**config.mk**
```make
export PLATFORM = sky130hd
export DESIGN_NAME = mdio_master
export DESIGN_NICKNAME = d
export VERILOG_FILES = /design/src/rtl/mdio_pkg.sv /design/src/rtl/mdio_clkgen.sv /design/src/rtl/mdio_frame_eng.sv /design/src/rtl/mdio_master.sv
export SDC_FILE = /design/constraint.sdc
export NUM_CORES = 1
export LEC_CHECK = 0
export BUFFER_PORTS_ARGS = -buffer_cell sky130_fd_sc_hd__buf_2
export CORE_ASPECT_RATIO = 0.7
export CORE_MARGIN = 4
export CORE_UTILIZATION = 33
export DETAILED_ROUTE_END_ITERATION = 16
export HOLD_SLACK_MARGIN = 0.02
export PLACE_DENSITY = 0.55
export SYNTH_ARGS = -nofsm -noshare
export SYNTH_HDL_FRONTEND = slang
export SYNTH_HIERARCHICAL = 1
export SYNTH_SLANG_ARGS = --single-unit
```
**constraint.sdc**
```tcl
create_clock -name clk -period 4.67 [get_ports clk]
set_input_delay 0.2335 -clock clk [delete_from_list [all_inputs] [get_ports clk]]
set_output_delay 0.2335 -clock clk [all_outputs]
set_load 0.02 [all_outputs]
```
**src/rtl/mdio_pkg.sv**
```systemverilog
package mdio_pkg;

    localparam int DIV_W     = 8;
    localparam int DATA_W    = 16;
    localparam int FIELD_W   = 5;
    localparam int FRAME_LEN = 32;
    localparam int PRE_LEN   = 32;
    localparam int SHIFT_LEN = FRAME_LEN + PRE_LEN;
    localparam int IDX_W     = $clog2(SHIFT_LEN + 1);

    localparam logic [1:0] OFS_CFG  = 2'd0;
    localparam logic [1:0] OFS_WDAT = 2'd1;
    localparam logic [1:0] OFS_RDAT = 2'd2;
    localparam logic [1:0] OFS_CMD  = 2'd3;

    typedef struct packed {
        logic       ok;
        logic       rd;
        logic [1:0] st;
        logic [1:0] op;
    } op_dec_t;

    typedef struct packed {
        logic [1:0]         st;
        logic [1:0]         op;
        logic [FIELD_W-1:0] phy;
        logic [FIELD_W-1:0] ra;
        logic [1:0]         ta;
        logic [DATA_W-1:0]  data;
    } frame_t;

    // Map a command op code to wire start/op bits for the selected framing.
    function automatic op_dec_t decode_op(input logic c45, input logic [1:0] code);
        op_dec_t d;
        d = '0;
        if (c45) begin
            d.st = 2'b00;
            case (code)
                2'd0: begin d.ok = 1'b1; d.op = 2'b00; end
                2'd1: begin d.ok = 1'b1; d.op = 2'b01; end
                2'd3: begin d.ok = 1'b1; d.op = 2'b11; d.rd = 1'b1; end
                default: d.ok = 1'b0;
            endcase
        end else begin
            d.st = 2'b01;
            case (code)
                2'd0: begin d.ok = 1'b1; d.op = 2'b01; end
                2'd1: begin d.ok = 1'b1; d.op = 2'b10; d.rd = 1'b1; end
                default: d.ok = 1'b0;
            endcase
        end
        return d;
    endfunction

    function automatic frame_t build_frame(input op_dec_t d,
                                           input logic [FIELD_W-1:0] phy,
                                           input logic [FIELD_W-1:0] ra,
                                           input logic [DATA_W-1:0] data);
        frame_t f;
        f.st   = d.st;
        f.op   = d.op;
        f.phy  = phy;
        f.ra   = ra;
        f.ta   = d.rd ? 2'b11 : 2'b10;
        f.data = d.rd ? '1 : data;
        return f;
    endfunction

endpackage

```
**src/rtl/mdio_clkgen.sv**
```systemverilog
module mdio_clkgen #(
    parameter int DIV_W = mdio_pkg::DIV_W
) (
    input  logic             clk,
    input  logic             rst,
    input  logic             en,
    input  logic [DIV_W-1:0] half,
    output logic             mdc,
    output logic             rise,
    output logic             fall
);
    logic [DIV_W-1:0] cnt;
    logic [DIV_W-1:0] lim;
    logic             tick;

    assign lim  = (half == '0) ? DIV_W'(1) : half;
    assign tick = (cnt == lim - DIV_W'(1));
    assign rise = en && tick && !mdc;
    assign fall = en && tick && mdc;

    always_ff @(posedge clk) begin
        if (rst || !en) begin
            cnt <= '0;
            mdc <= 1'b0;
        end else if (tick) begin
            cnt <= '0;
            mdc <= !mdc;
        end else begin
            cnt <= cnt + DIV_W'(1);
        end
    end

    // the clock parks low whenever no frame runs
    assert_mdc_idle_low_R10: assert property (@(posedge clk) disable iff (rst)
        !en |=> !mdc);

endmodule

```
**src/rtl/mdio_frame_eng.sv**
```systemverilog
module mdio_frame_eng
    import mdio_pkg::*;
(
    input  logic              clk,
    input  logic              rst,
    input  logic              start,
    input  logic              pre_en,
    input  logic              is_read,
    input  frame_t            frame,
    input  logic              rise,
    input  logic              fall,
    input  logic              mdio_i,
    output logic              busy,
    output logic              done,
    output logic              mdio_o,
    output logic              mdio_oe,
    output logic [DATA_W-1:0] rd_data,
    output logic              rd_ok
);
    localparam logic [IDX_W-1:0] PRE_IDX   = IDX_W'(PRE_LEN);
    localparam logic [IDX_W-1:0] TA1_IDX   = IDX_W'(2 + 2 + 2*FIELD_W);
    localparam logic [IDX_W-1:0] TA2_IDX   = TA1_IDX + IDX_W'(1);
    localparam logic [IDX_W-1:0] DATA_IDX  = TA1_IDX + IDX_W'(2);

    logic [SHIFT_LEN-1:0] shreg;
    logic [IDX_W-1:0]     idx;
    logic [IDX_W-1:0]     last;
    logic                 pre_q;
    logic                 rd_q;
    logic [DATA_W-1:0]    cap;
    logic                 ta_ok;
    logic [IDX_W-1:0]     fi;
    logic                 in_frame;

    assign in_frame = !pre_q || (idx >= PRE_IDX);
    assign fi       = pre_q ? idx - PRE_IDX : idx;
    assign mdio_o   = busy ? shreg[SHIFT_LEN-1] : 1'b1;
    assign mdio_oe  = busy && !(rd_q && in_frame && fi >= TA1_IDX);
    assign rd_data  = cap;
    assign rd_ok    = ta_ok;

    always_ff @(posedge clk) begin
        if (rst) begin
            busy  <= 1'b0;
            done  <= 1'b0;
            shreg <= '0;
            idx   <= '0;
            last  <= '0;
            pre_q <= 1'b0;
            rd_q  <= 1'b0;
            cap   <= '0;
            ta_ok <= 1'b0;
        end else begin
            done <= 1'b0;
            if (start && !busy) begin
                busy  <= 1'b1;
                pre_q <= pre_en;
                rd_q  <= is_read;
                idx   <= '0;
                ta_ok <= 1'b0;
                cap   <= '0;
                if (pre_en) begin
                    shreg <= {{PRE_LEN{1'b1}}, frame};
                    last  <= IDX_W'(SHIFT_LEN - 1);
                end else begin
                    shreg <= {frame, {PRE_LEN{1'b0}}};
                    last  <= IDX_W'(FRAME_LEN - 1);
                end
            end else if (busy) begin
                if (rise && rd_q && in_frame) begin
                    if (fi == TA2_IDX)
                        ta_ok <= !mdio_i;
                    if (fi >= DATA_IDX)
                        cap <= {cap[DATA_W-2:0], mdio_i};
                end
                if (fall) begin
                    if (idx == last) begin
                        busy <= 1'b0;
                        done <= 1'b1;
                    end else begin
                        idx   <= idx + IDX_W'(1);
                        shreg <= {shreg[SHIFT_LEN-2:0], 1'b0};
                    end
                end
            end
        end
    end

    // the driven bit moves only after a falling MDC edge
    assert_mdio_on_fall_R10: assert property (@(posedge clk) disable iff (rst)
        (busy && $past(busy) && !$past(fall)) |-> $stable(mdio_o));

    // the register block never launches a frame over a running one
    assert_start_when_idle_R8: assert property (@(posedge clk) disable iff (rst)
        start |-> !busy);

    // the line stays released for the whole tail of a read frame
    assert_read_release_R4: assert property (@(posedge clk) disable iff (rst)
        (busy && rd_q && $past(busy) && !$past(mdio_oe)) |-> !mdio_oe);

endmodule

```
**src/rtl/mdio_master.sv**
```systemverilog
module mdio_master
    import mdio_pkg::*;
(
    input  logic        clk,
    input  logic        rst,
    input  logic        req_valid,
    output logic        req_ready,
    input  logic        req_write,
    input  logic [1:0]  req_addr,
    input  logic [31:0] req_wdata,
    output logic        resp_valid,
    output logic [31:0] resp_data,
    output logic        mdc,
    output logic        mdio_o,
    output logic        mdio_oe,
    input  logic        mdio_i
);
    logic [DIV_W-1:0]   cfg_half;
    logic               cfg_c45;
    logic               cfg_pre;
    logic [DATA_W-1:0]  wdat;
    logic               wpend;
    logic [DATA_W-1:0]  rdat;
    logic               rpend;
    logic               rvalid;

    logic               wr_en;
    logic               rd_en;
    logic               cmd_wr;
    logic               start;
    op_dec_t            dec;
    frame_t             frame;
    logic               eng_busy;
    logic               eng_done;
    logic [DATA_W-1:0]  eng_rdata;
    logic               eng_rok;
    logic               mdc_rise;
    logic               mdc_fall;

    assign req_ready = 1'b1;
    assign wr_en     = req_valid && req_write;
    assign rd_en     = req_valid && !req_write;
    assign cmd_wr    = wr_en && (req_addr == OFS_CMD);
    assign dec       = decode_op(cfg_c45, req_wdata[17:16]);
    assign start     = cmd_wr && dec.ok && !wpend && !rpend;
    assign frame     = build_frame(dec, req_wdata[12:8], req_wdata[4:0], wdat);

    mdio_clkgen #(.DIV_W(DIV_W)) u_clk (
        .clk  (clk),
        .rst  (rst),
        .en   (eng_busy),
        .half (cfg_half),
        .mdc  (mdc),
        .rise (mdc_rise),
        .fall (mdc_fall)
    );

    mdio_frame_eng u_eng (
        .clk     (clk),
        .rst     (rst),
        .start   (start),
        .pre_en  (cfg_pre),
        .is_read (dec.rd),
        .frame   (frame),
        .rise    (mdc_rise),
        .fall    (mdc_fall),
        .mdio_i  (mdio_i),
        .busy    (eng_busy),
        .done    (eng_done),
        .mdio_o  (mdio_o),
        .mdio_oe (mdio_oe),
        .rd_data (eng_rdata),
        .rd_ok   (eng_rok)
    );

    always_ff @(posedge clk) begin
        if (rst) begin
            cfg_half <= '0;
            cfg_c45  <= 1'b0;
            cfg_pre  <= 1'b0;
            wdat     <= '0;
            wpend    <= 1'b0;
            rdat     <= '0;
            rpend    <= 1'b0;
            rvalid   <= 1'b0;
        end else begin
            if (wr_en && req_addr == OFS_CFG) begin
                cfg_half <= req_wdata[DIV_W-1:0];
                cfg_c45  <= req_wdata[8];
                cfg_pre  <= req_wdata[9];
            end
            if (wr_en && req_addr == OFS_WDAT)
                wdat <= req_wdata[DATA_W-1:0];
            if (start) begin
                if (dec.rd) begin
                    rpend  <= 1'b1;
                    rvalid <= 1'b0;
                end else begin
                    wpend <= 1'b1;
                end
            end else if (eng_done) begin
                if (rpend) begin
                    rpend  <= 1'b0;
                    rdat   <= eng_rdata;
                    rvalid <= eng_rok;
                end
                wpend <= 1'b0;
            end
        end
    end

    always_ff @(posedge clk) begin
        if (rst) begin
            resp_valid <= 1'b0;
            resp_data  <= '0;
        end else begin
            resp_valid <= rd_en;
            if (rd_en) begin
                case (req_addr)
                    OFS_CFG:  resp_data <= {22'd0, cfg_pre, cfg_c45, cfg_half};
                    OFS_WDAT: resp_data <= {15'd0, wpend, wdat};
                    OFS_RDAT: resp_data <= {14'd0, rvalid, rpend, rdat};
                    default:  resp_data <= '0;
                endcase
            end
        end
    end

    // at most one kind of frame is outstanding
    assert_one_pending_R7: assert property (@(posedge clk) disable iff (rst)
        !(wpend && rpend));

    // a finishing frame always belongs to an outstanding command
    assert_done_has_pending_R7: assert property (@(posedge clk) disable iff (rst)
        eng_done |-> (wpend || rpend));

    // read data is never flagged valid while its read is still running
    assert_no_valid_while_pending_R9: assert property (@(posedge clk) disable iff (rst)
        rpend |-> !rvalid);

endmodule

```
======== Yosys cells after proc, flatten, opt, wreduce, memory -nomap -nowiden ========
Cells that the tools add are included.
operators by class
  $add $sub $neg .......................... 4
  reductions and logical operators ........ 47
  muxes and demuxes ....................... 33
  order comparisons ....................... 3
  bitwise logic cells ..................... 4
  equality and inequality tests ........... 11
operator list
  cell                 count
  $mux 64              5
  $pmux 18 s3          1
  $mux 1               20
  $reduce_and 3->1     6
  $logic_and 1x1->1    17
  $mux 16              1
  $mux 6               2
  $add 8x1->8 const B  1
  $eq 8x8->1           1
  $logic_not 1->1      8
  $logic_not 8->1      1
  $mux 8               1
  $pmux 2 s2           2
  $reduce_bool 2->1    4
  $sub 8x1->8 const B  1
  $add 7x1->7 const B  1
  $eq 7x4->1 const B   1
  $eq 7x7->1           1
  $ge 7x4->1 const B   1
  $ge 7x5->1 const B   1
  $ge 7x6->1 const B   1
  $mux 7               1
  $sub 7x6->7 const B  1
  $eq 2x2->1 const B   3
  10 further kinds     20
storage, ports and cells
  register bits after elaboration ......... 186
  word-level logic and storage cells ...... 123
  output and inout bits ................... 37

======== Depth between registers and ports, before layout ========
  depth in word-level cells ............... 10
  depth in mapped cells ................... 14
  mapped depth without buffers ............ 13

======== Modules after synthesis ========
The synthesis kept the hierarchy.
by module, submodules not included
  module          times used  area each (µm²)  sequential area each (µm²)  cells each
  mdio_frame_eng  1           4035.1           1861.8                      434
  mdio_master     1           2821.5           1281.2                      334
  mdio_clkgen     1           670.6            180.2                       77

======== Worst setup path before layout ========
Ideal clock, no wire load.
  path type ............................... reg-to-reg
  from .................................... register cfg_half[2]
  to ...................................... register u_eng.idx[6]
  setup slack ............................. 1559 ps
  cell stages (with the launch flop) ...... 15
  arrival time ............................ 2983 ps
  cell sequence ........................... dfxtp_1 nor4_2 a21oi_2 ha_1 nor3b_1 xnor2_1 nand2_1 a2111oi_4 and3_1 and2_1 clkbuf_1 nand2_1 nor4_1 xnor2_1 nor2_1
between the ends
  cells in the longest elaborated chain, start to end .. 7
ends and longest elaborated chain
  element                              RTL line              source
  start, declared                      mdio_master.sv:18     logic [DIV_W-1:0] cfg_half;
  start signal, assigned               mdio_master.sv:88     cfg_half <= req_wdata[DIV_W-1:0];
  $logic_not 8->1                      mdio_clkgen.sv:16     assign lim = (half == '0) ? DIV_W'(1) : half;
  $mux 8 (*)                           mdio_clkgen.sv:16
  $sub 8x1->8 (*)                      mdio_clkgen.sv:17     assign tick = (cnt == lim - DIV_W'(1));
  $eq 8x8->1 (*)                       mdio_clkgen.sv:17
  $logic_and 1x1->1 (*) (2 in series)  mdio_clkgen.sv:19     assign fall = en && tick && mdc;
  net mdc_fall                         mdio_master.sv:38     logic mdc_fall;
  $reduce_and 3->1 (no line) (*)       -
  end signal, assigned                 mdio_frame_eng.sv:81  idx <= idx + IDX_W'(1);
  end, declared                        mdio_frame_eng.sv:26  logic [IDX_W-1:0] idx;
Mark *: on every way through the listed nets, which the timed path passes. The rest lies on a longest branch.
A chain may end at the register's enable or synchronous reset.

======== Worst setup path after layout ========
  from .................................... register cfg_half[2]
  to ...................................... register u_eng.shreg[13]
between the ends
  cells in the longest elaborated chain, start to end .. 8
ends and longest elaborated chain
  element                              RTL line              source
  $logic_not 8->1                      mdio_clkgen.sv:16
  $mux 8 (*)                           mdio_clkgen.sv:16
  $sub 8x1->8 (*)                      mdio_clkgen.sv:17
  $eq 8x8->1 (*)                       mdio_clkgen.sv:17
  $logic_and 1x1->1 (*) (2 in series)  mdio_clkgen.sv:19
  net mdc_fall                         mdio_master.sv:38
  $reduce_bool 2->1 (no line) (*)      -
  $reduce_and 3->1 (no line) (*)       -
  end signal, assigned                 mdio_frame_eng.sv:63  shreg <= {{PRE_LEN{1'b1}}, frame};
  end signal, assigned                 mdio_frame_eng.sv:66  shreg <= {frame, {PRE_LEN{1'b0}}};
  end signal, assigned                 mdio_frame_eng.sv:82  shreg <= {shreg[SHIFT_LEN-2:0], 1'b0};
  end, declared                        mdio_frame_eng.sv:25  logic [SHIFT_LEN-1:0] shreg;
Marks and branches as above.

==> results by group <==
STA
  – Relative slew margins: 0.396
  – RSZ-0062 raised after global routing: no
  – Final Setup Violations: 0
  – Final setup margin: 1020 ps
  – Fmax: 0.274 GHz
  – Tcrit/Tclk final: 0.781
  – Least-Margin Pin Slew: 906 ps
  – Final critical-path required period: 3650 ps
  – Max Clock Skew: 17.6 ps
  – Setup TNS: 0 ps
  – Slew Viols, Final: 0
  – Fin. Hold Viols: 0

Placement
  – IO buf count: 46
  – DP Worst Slack: 1060 ps
  – Routability cong.: 0.774
  – DP HPWL: 12.3 mm

Die
  – Core Rows: 45
  – Chip height: 134 um
  – Placeable Area: 0.0221 mm2
  – Full die area: 0.0253 mm2
  – I/O pins: 76
  – Initial Utilization: 0.341
  – Die W: 189 um

Layout
  – Layout fillers: 2,257
  – Share of cells above drive strength 1: 0.193
  – Ant diodes: 0
  – Layout Area Growth over Synthesis: 12.9%
  – Fin nets: 907
  – Fin util: 0.385

Status
  – Status: complete, no violations

Power and ir drop
  – Total Power: 3.23 mW
  – Peak supply drop: 0.000255 V
  – Power density cells: 381 mW/mm2
  – Static Leak: 3.17 nW

Yosys
  – Synth Area in Compound Gates: 0.216
  – Post-synthesis simple-gate area fraction: 0.205
  – Cells after Synth: 845
  – Area contributors post-synth: dfxtp_1, o221a_2, nand2_1
  – Mux cell area share after synthesis: 0.0372
  – Largest family of logic cells by synthesized area: compound AO/OA/AOI/OAI gates
  – Sequential cell area fraction in the yosys report: 0.441
  – EDFF count, synth: 0
  – Post-Synth Adder-Cell Area: 0.00831
  – Biggest area consumer among synthesized cells: dfxtp_1
  – Synthesis Warnings: 6
  – Commonest cells in the netlist: dfxtp_1, nand2_1, nor2_1
  – Area share of the largest cell type after synthesis: 0.441
  – XOR/XNOR Fraction of Synth Area: 0.0221
  – Top FF cell, synth: dfxtp_1
  – #FFs+latches synth: 166
  – Most common cell in the netlist: dfxtp_1
  – Avg Cell Area, Syn: 8.91 um2
  – Ys async rst share: 0
  – Library cells used by synthesis: 65
  – Cell Area, Synth: 0.00753 mm2

Job
  – Max_cap viols: 0

Clock network
  – Clock-pin transition on the worst setup and hold timing paths: 70 ps
  – CTS tree: done
  – Clk sinks: 166
  – Total CTS buffers: 17
  – Clk_lat worst skew: 440 ps
  – H-tree Lvls: 4
  – Root buffer cell: clkbuf_16
  – Maximum clock path buffer count: 2

Detailed routing
  – Detailed Route WL: 18.9 mm
  – Drt first-iter violations: 399
  – Drt wl/cell: 16.0 um
  – DRT antenna net count: 0
  – Via count: 5,906
  – Drc violations: 0
  – Via density: 5.00
  – First-pass DRT Iterations: 5

Worst hold path
  – Hold crit path type: in2reg

GRT
  – Largest net degree at the start of global routing: 84
  – Initial antenna violation count: 0
  – Total congestion overflow: 0
  – GRT Total Usage: 0.150
  – First-pass GRT wire length: 30.8 mm
  – Vias in the first global route: 5,585

Worst setup path
  – CP required: 5050 ps
  – Setup CP Type: reg2reg
  – CP endpoint kind: flop
  – Crit start category: flop
  – Arr. time, crit path: 4030 ps
  – Worst Path Max Fanout: 62
[critical path: stages, from the launching register on]
cell and delay, ps:
dfxtp_1 390, nor4_2 350, a21oi_2 130, ha_1 240
nor3b_1 150, xnor2_1 160, nand2_1 120, a2111oi_4 280
buf_4 210, and3_1 180, nand2_1 240, o21ai_4 220
buf_4 550, o221a_2 320
[sequential cells by signal, summed over array words and instances (netlist names), 7 cells and up]
name and cells:
resp_data 18, rdat 16, u_eng/idx 7, u_eng/rd_data 16, wdat 16, u_clk/cnt 8, cfg_half 8, u_eng/shreg 64
[through the flow]
stage | hold slack, ps | instance area, um2 | std cells
detailed placement | 448 | 7800 | 1145
global placement | 445 | 7800 | 1145
CTS | 26.7 | 8500 | 1181
global route | 51.1 | 8500 | 1181
finish | 48.7 | 8500 | 1181
floorplan | 335 | 7590 | 862
[where the power goes]
part           internal (mW)  switching (mW)  leakage [nW]  total, mW
sequential              1.44          0.0167          1.34       1.45
clock                  0.944           0.625         0.325       1.57
combinational         0.0749           0.136          1.50      0.211
total                   2.46           0.778          3.17       3.23
[metal layers]
| layer | wire length (um) | vias up | GRT usage |
|---|---|---|---|
| li1 | - | 3003 | - |
| met1 | 10000 | 2813 | 0.222 |
| met2 | 7950 | 72 | 0.214 |
| met3 | 631 | 18 | 0.0395 |
| met4 | 256 | 0 | 0.0429 |
| met5 | 0 | - | 0 |
[logic make-up (layout without fill, tap and decap cells)]
| group | Yosys count | after routing |
|---|---|---|
| simple gates | 337 | 337 |
| flops | 166 | 166 |
| mux | 28 | 28 |
| fa+ha+maj | 5 | 5 |
| compound gates | 201 | 201 |
| buf+inv | 87 | 101 |
| xor+xnor | 19 | 19 |
| other cells | 2 | 19 |
[layout make-up]
class | count | area [um2] | area share
flip-flops and latches | 166 | 3320 | 0.391
well taps | 305 | 382 | 0.0449
multi-input cells | 609 | 3750 | 0.442
inverters | 10 | 37.5 | 0.00442
clock inverters | 13 | 206 | 0.0243
clock buffers | 19 | 453 | 0.0533
repair buffers | 59 | 340 | 0.0401
[layout by cell type (no fill, tap or decap), drive strengths merged, types with 5 or more instances in the layout]
cell and count:
a22o 10, buf 55, inv 17, o31ai 5
or3 5, a221oi 9, nand3 9, o2bb2ai 10
clkbuf 19, xnor2 8, and3 5, nand2 139
nor2 100, dfxtp 166, nor3 20, o221a 62
a211oi 6, a21oi 85, mux2i 28, ha 5
conb 19, nand2b 24, xor2 11
[repair_timing]
item                      CTS  global route
hold buffers                4             0
hold endpoints to repair    4             0
gates resized for setup     0             0
buffers inserted            0             0
[final timing paths]
kind                     startpoint         endpoint  slack (ps)  cells past startpoint
setup reg to reg        cfg_half[2]  u_eng/shreg[13]        1020                     13
hold reg to reg   u_eng/rd_data[15]         rdat[15]         450                      2
setup / recovery        cfg_half[2]  u_eng/shreg[13]        1020                     13
hold / removal         req_wdata[7]          wdat[7]          50                      3
Power figures use the tool's default switching activity.
